<file path="config.mk">
export PLATFORM = sky130hd
export DESIGN_NAME = mem_fault_classify
export DESIGN_NICKNAME = d
export VERILOG_FILES = /design/src/rtl/memchk_pkg.sv /design/src/rtl/mem_fault_classify.sv
export SDC_FILE = /design/constraint.sdc
export NUM_CORES = 1
export LEC_CHECK = 0
export ABC_AREA = 1
export CAP_MARGIN = 10
export CORE_AREA = 3 3 40 42
export DETAILED_ROUTE_END_ITERATION = 8
export DIE_AREA = 0 0 43 45
export PLACE_DENSITY = 0.51
export SLEW_MARGIN = 20
export SYNTH_ARGS = -nofsm -noshare
export SYNTH_HDL_FRONTEND = slang
export SYNTH_SLANG_ARGS = --single-unit
</file>
<file path="constraint.sdc">
create_clock -name vclk -period 1.5
set_input_delay 0.225 -clock vclk [all_inputs]
set_output_delay 0.225 -clock vclk [all_outputs]
set_load 0.02 [all_outputs]
</file>
<file path="src/rtl/memchk_pkg.sv">
package memchk_pkg;

  typedef enum logic [1:0] {
    KIND_READ  = 2'd0,
    KIND_WRITE = 2'd1,
    KIND_FETCH = 2'd2,
    KIND_RSVD  = 2'd3
  } kind_e;

  typedef enum logic [1:0] {
    CORE_A    = 2'd0,
    CORE_B    = 2'd1,
    CORE_C    = 2'd2,
    CORE_RSVD = 2'd3
  } core_e;

  typedef enum logic [2:0] {
    FLT_NONE   = 3'd0,
    FLT_ALIGN  = 3'd1,
    FLT_ERROR  = 3'd2,
    FLT_STORE  = 3'd3,
    FLT_EXCEPT = 3'd4
  } fault_e;

  // window indices
  localparam int W_ERR_MAIN = 0;  // FE800000..FEFEFFFF
  localparam int W_ERR_SIDE = 1;  // FEFF0600..FEFF7FFF
  localparam int W_HI_FULL  = 2;  // FE800000..FEFFFFFF
  localparam int W_LO_FULL  = 3;  // FE000000..FE7FFFFF
  localparam int W_C_EXC_LO = 4;  // FE000000..FE3FFFFF
  localparam int W_C_EXC_HI = 5;  // FE408000..FE7FFFFF
  localparam int W_C_PRAM   = 6;  // FE400000..FE407FFF
  localparam int W_C_IEXC   = 7;  // FE008000..FE7FFFFF
  localparam int W_C_IPRAM  = 8;  // FE000000..FE007FFF
  localparam int W_B_IEXC   = 9;  // FE004000..FE7FFFFF
  localparam int W_B_IPRAM  = 10; // FE000000..FE003FFF
  localparam int NUM_WIN    = 11;

  function automatic logic [31:0] win_lo(input int idx);
    case (idx)
      W_ERR_MAIN: win_lo = 32'hFE80_0000;
      W_ERR_SIDE: win_lo = 32'hFEFF_0600;
      W_HI_FULL:  win_lo = 32'hFE80_0000;
      W_C_EXC_HI: win_lo = 32'hFE40_8000;
      W_C_PRAM:   win_lo = 32'hFE40_0000;
      W_C_IEXC:   win_lo = 32'hFE00_8000;
      W_B_IEXC:   win_lo = 32'hFE00_4000;
      default:    win_lo = 32'hFE00_0000;
    endcase
  endfunction

  function automatic logic [31:0] win_hi(input int idx);
    case (idx)
      W_ERR_MAIN: win_hi = 32'hFEFE_FFFF;
      W_ERR_SIDE: win_hi = 32'hFEFF_7FFF;
      W_HI_FULL:  win_hi = 32'hFEFF_FFFF;
      W_C_EXC_LO: win_hi = 32'hFE3F_FFFF;
      W_C_PRAM:   win_hi = 32'hFE40_7FFF;
      W_C_IPRAM:  win_hi = 32'hFE00_7FFF;
      W_B_IPRAM:  win_hi = 32'hFE00_3FFF;
      default:    win_hi = 32'hFE7F_FFFF;
    endcase
  endfunction

endpackage

</file>
<file path="src/rtl/mem_fault_classify.sv">
module mem_fault_classify
  import memchk_pkg::*;
#(
  parameter int N_WIN = NUM_WIN
) (
  input  kind_e            kind,
  input  core_e            core,
  input  logic             misaligned,
  input  logic             is_dword,
  input  logic             mask_align,
  input  logic             prot_ram_en,
  input  logic [N_WIN-1:0] hit,
  output fault_e           fault
);
  logic align_f, err_f, store_f, exc_f;
  logic b_err_win;

  always_comb begin
    align_f   = 1'b0;
    err_f     = 1'b0;
    store_f   = 1'b0;
    exc_f     = 1'b0;
    b_err_win = hit[W_ERR_MAIN] | hit[W_ERR_SIDE];
    case (core)
      CORE_A: begin
        if (kind == KIND_FETCH) begin
          // misaligned fetch is an error and skips the window test
          err_f = misaligned | hit[W_HI_FULL];
        end else if (kind != KIND_RSVD) begin
          err_f = misaligned & ~mask_align;
          if (kind == KIND_READ && is_dword && hit[W_HI_FULL]) err_f = 1'b1;
        end
      end
      CORE_B: begin
        if (kind != KIND_RSVD) align_f = misaligned;
        case (kind)
          KIND_READ:  begin err_f   = b_err_win; exc_f = hit[W_LO_FULL]; end
          KIND_WRITE: begin store_f = b_err_win; exc_f = hit[W_LO_FULL]; end
          KIND_FETCH: begin
            err_f = b_err_win;
            exc_f = hit[W_B_IEXC] | (~prot_ram_en & hit[W_B_IPRAM]);
          end
          default: ;
        endcase
      end
      CORE_C: begin
        case (kind)
          KIND_READ, KIND_WRITE: begin
            exc_f = hit[W_C_EXC_LO] | hit[W_C_EXC_HI] | (~prot_ram_en & hit[W_C_PRAM]);
            if (kind == KIND_READ) err_f = hit[W_ERR_MAIN];
            else                   store_f = hit[W_ERR_MAIN];
          end
          KIND_FETCH: begin
            err_f = hit[W_HI_FULL];
            exc_f = hit[W_C_IEXC] | (~prot_ram_en & hit[W_C_IPRAM]);
          end
          default: ;
        endcase
      end
      default: ;
    endcase

    // priority: alignment, then error classes, then exception
    if (align_f)      fault = FLT_ALIGN;
    else if (err_f)   fault = FLT_ERROR;
    else if (store_f) fault = FLT_STORE;
    else if (exc_f)   fault = FLT_EXCEPT;
    else              fault = FLT_NONE;
  end
endmodule

</file>
==> impl_metrics.env <==
export IMPL_fin_crit_ns=1.44
export IMPL_path_max_fanout=3
export IMPL_crit_arrival_ns=1.21
export IMPL_multi_input_area_um2=314
export IMPL_nFlopsAndLatches=0
export IMPL_seq_area_um2=0
export IMPL_maxCapViolations=0
export IMPL_n_antenna_cell=0
export IMPL_synthToLayoutAreaGrowth_pct=143
export IMPL_synth_distinct_cells=12
export IMPL_ys_seq_area_share_pct=0
export IMPL_vias_per_cell=4.37
export IMPL_syn_nets=79
export IMPL_grt_max_degree=6
export IMPL_power_uw=162
export IMPL_fin_crit_sh_pct=95.7
export IMPL_slew_limit_headroom_pct=89.2
export IMPL_rsz0062_at_grt="yes"
export IMPL_route_detailed_drc=0
export IMPL_nClkBuffers=0
export IMPL_dp_cells=100
export IMPL_cpPeakStageDelay_ns=0.26
export IMPL_cp_top_family="buffers and inverters"
export IMPL_worstSetupStartpointType="input port"
export IMPL_cp_end_kind="output port"
export IMPL_pin_count=22
export IMPL_die_w_um=43
export IMPL_p_sw_uw=76.3
export IMPL_maxSlewViolCount=0
export IMPL_drt_iter0_drc=8
export IMPL_final_layout_size_suffix_gt1_share_pct=49.4
export IMPL_avgSynthCellArea_um2=4.98
export IMPL_clock_fmax_mhz=696
export IMPL_power_frac_comb_pct=100.0
export IMPL_switching_share_pct=47.1
export IMPL_core_area_um2=1280
export IMPL_worst_pin_slew_ns=0.161
export IMPL_final_hold_viol_count=0
export IMPL_fin_util_pct=52.7
export IMPL_setup_violations=0
export IMPL_fillCellCount=124
export IMPL_crit_type="input port to output port"
export IMPL_synthCells=56
export IMPL_finalWeightedCongestion=0.811
export IMPL_path_cells="buf_6, inv_4, ha_4, nand3_2, a21oi_2, inv_2, buf_6, nand2_2, nor2_2, buf_6"
export IMPL_placementRows=13
export IMPL_antenna_found_initial=0
export IMPL_cp_slowest_cell="ha_4"
export IMPL_io_buffers=22
export IMPL_cp_required_ns=1.27
export IMPL_path_buf_inv=5
export IMPL_wl_per_cell_um=9.57
export IMPL_grt_usage_pct=10.5
export IMPL_num_vias=446
export IMPL_ir_drop_mv=0.0916
export IMPL_power_leakage_uw=0.000390
export IMPL_grt_pass1_vias=415
export IMPL_timing_final_ws_setup_ns=0.0639
export IMPL_grt_pass1_wl_mm=1.70
export IMPL_pre_cts_ws_ns=-0.919
export IMPL_sequentialPowerShare_pct=0
export IMPL_die_area_um2=1940
export IMPL_layout_nets=112
export IMPL_power_internal_uw=85.7
export IMPL_fin_cells=102
export IMPL_dr_pass1_iters=4
export IMPL_hpwl_um=773
export IMPL_postRouteWirelength_um=976
export IMPL_hp_class="input port to output port"
export IMPL_syn_area_um2=279
export IMPL_yosysWarnings=0
export IMPL_ant_nets=0
export IMPL_die_height_um=45
export IMPL_initial_core_util_pct=21.7
export IMPL_status="finished clean"
export IMPL_overflow=0
export IMPL_cp_common_cell="buf_6"
export IMPL_power_density_nw_per_um2=239
export IMPL_pwr_share_clk_pct=0
[worst min-delay path: cells and delay by family]
kind | cells | cell delay (ns)
AND/OR/NAND/NOR | 1 | 0.08
buffers and inverters | 3 | 0.33
AO/OA/AOI/OAI | 2 | 0.12
[worst paths after layout]
| kind | end | startpoint | depth (start not counted) | slack [ns] |
|---|---|---|---|---|
| worst max-delay path | fault[2] | core[0] | 10 | 0.06 |
| worst min-delay path | fault[1] | hit[0] | 6 | 0.97 |
[routing by layer]
metal	up-vias	track usage, %	part of all wire (%)
met4	0	0	0
met1	195	14.3	42
met2	11	19.5	52
li1	240	-	-
met3	0	0.797	5.5
met5	-	0	0
[Yosys cell counts]
master   number  area (um2)
nand2_2       2        12.5
a21oi_2       1        8.76
nand3_1       5        25.0
inv_1         8        30.0
nor2_2        2        12.5
ha_1          4        50.1
nor2_1        4        15.0
nor3_1        1        5.00
a21oi_1       5        25.0
nand2_1      16        60.1
o21ai_1       4        20.0
inv_2         4        15.0
[kinds of logic (layout without fill, tap and decap cells)]
logic type | after synthesis | count (layout) | synth area share, %
AOI/OAI and AO/OA | 10 | 10 | 19.3
buffers and inverters | 12 | 43 | 16.1
and+or+nand+nor | 30 | 30 | 46.6
adders and majority gates | 4 | 4 | 17.9
[cell type report]
| cell class | instances | share of cell area [%] |
|---|---|---|
| inverter | 12 | 7.76 |
| multi-input combinational | 44 | 46.4 |
| timing repair buffer | 31 | 43.1 |
| tap | 15 | 2.77 |
[metrics by stage]
stage / hold slack, ns / TNS (ns) / instance area (um2)
global route: 1.02 / -0.00372 / 677
finish: 0.973 / 0 / 677
floorplan: 0.663 / 0 / 279
detailed placement: 1.69 / -2.64 / 571
global placement: 1.69 / -2.64 / 571
CTS: 1.01 / 0 / 622
[cells in the final DEF (no fill, tap or decap)]
| master | netlist | layout |
|---|---|---|
| nand2_2 | 2 | 3 |
| dlymetal6s2s_1 | 0 | 7 |
| inv_2 | 4 | 5 |
| nand2_1 | 16 | 15 |
| a21oi_2 | 1 | 6 |
| dlygate4sd2_1 | 0 | 4 |
| nor2_2 | 2 | 4 |
| nor3_4 | 0 | 1 |
| buf_4 | 0 | 9 |
| buf_2 | 0 | 2 |
| clkdlybuf4s15_1 | 0 | 3 |
| buf_6 | 0 | 5 |
| nand3_1 | 5 | 4 |
| ha_1 | 4 | 1 |
| clkbuf_2 | 0 | 1 |
| inv_4 | 0 | 3 |
| nand3_2 | 0 | 1 |
| inv_1 | 8 | 4 |
| o21ai_1 | 4 | 4 |
| nor2_1 | 4 | 2 |
| ha_4 | 0 | 3 |
[power by group through the flow]
stage | Combinational, uW | Clock, uW | Sequential, uW
after floorplan | 56.5 | 0 | 0
after global placement | 144 | 0 | 0
after detailed placement | 144 | 0 | 0
after CTS | 151 | 0 | 0
after global routing | 180 | 0 | 0
final | 162 | 0 | 0
[timing repair]
action / 4_1_cts / 5_1_grt
endpoints found under the hold margin: 0 / 0
hold buffers: 0 / 0
gates resized for setup: 56 / 25
pin swaps: 14 / 20
endpoints found under the setup margin: 3 / 3
setup buffers: 1 / 1
Note: power is estimated with default switching activity, not from simulation.
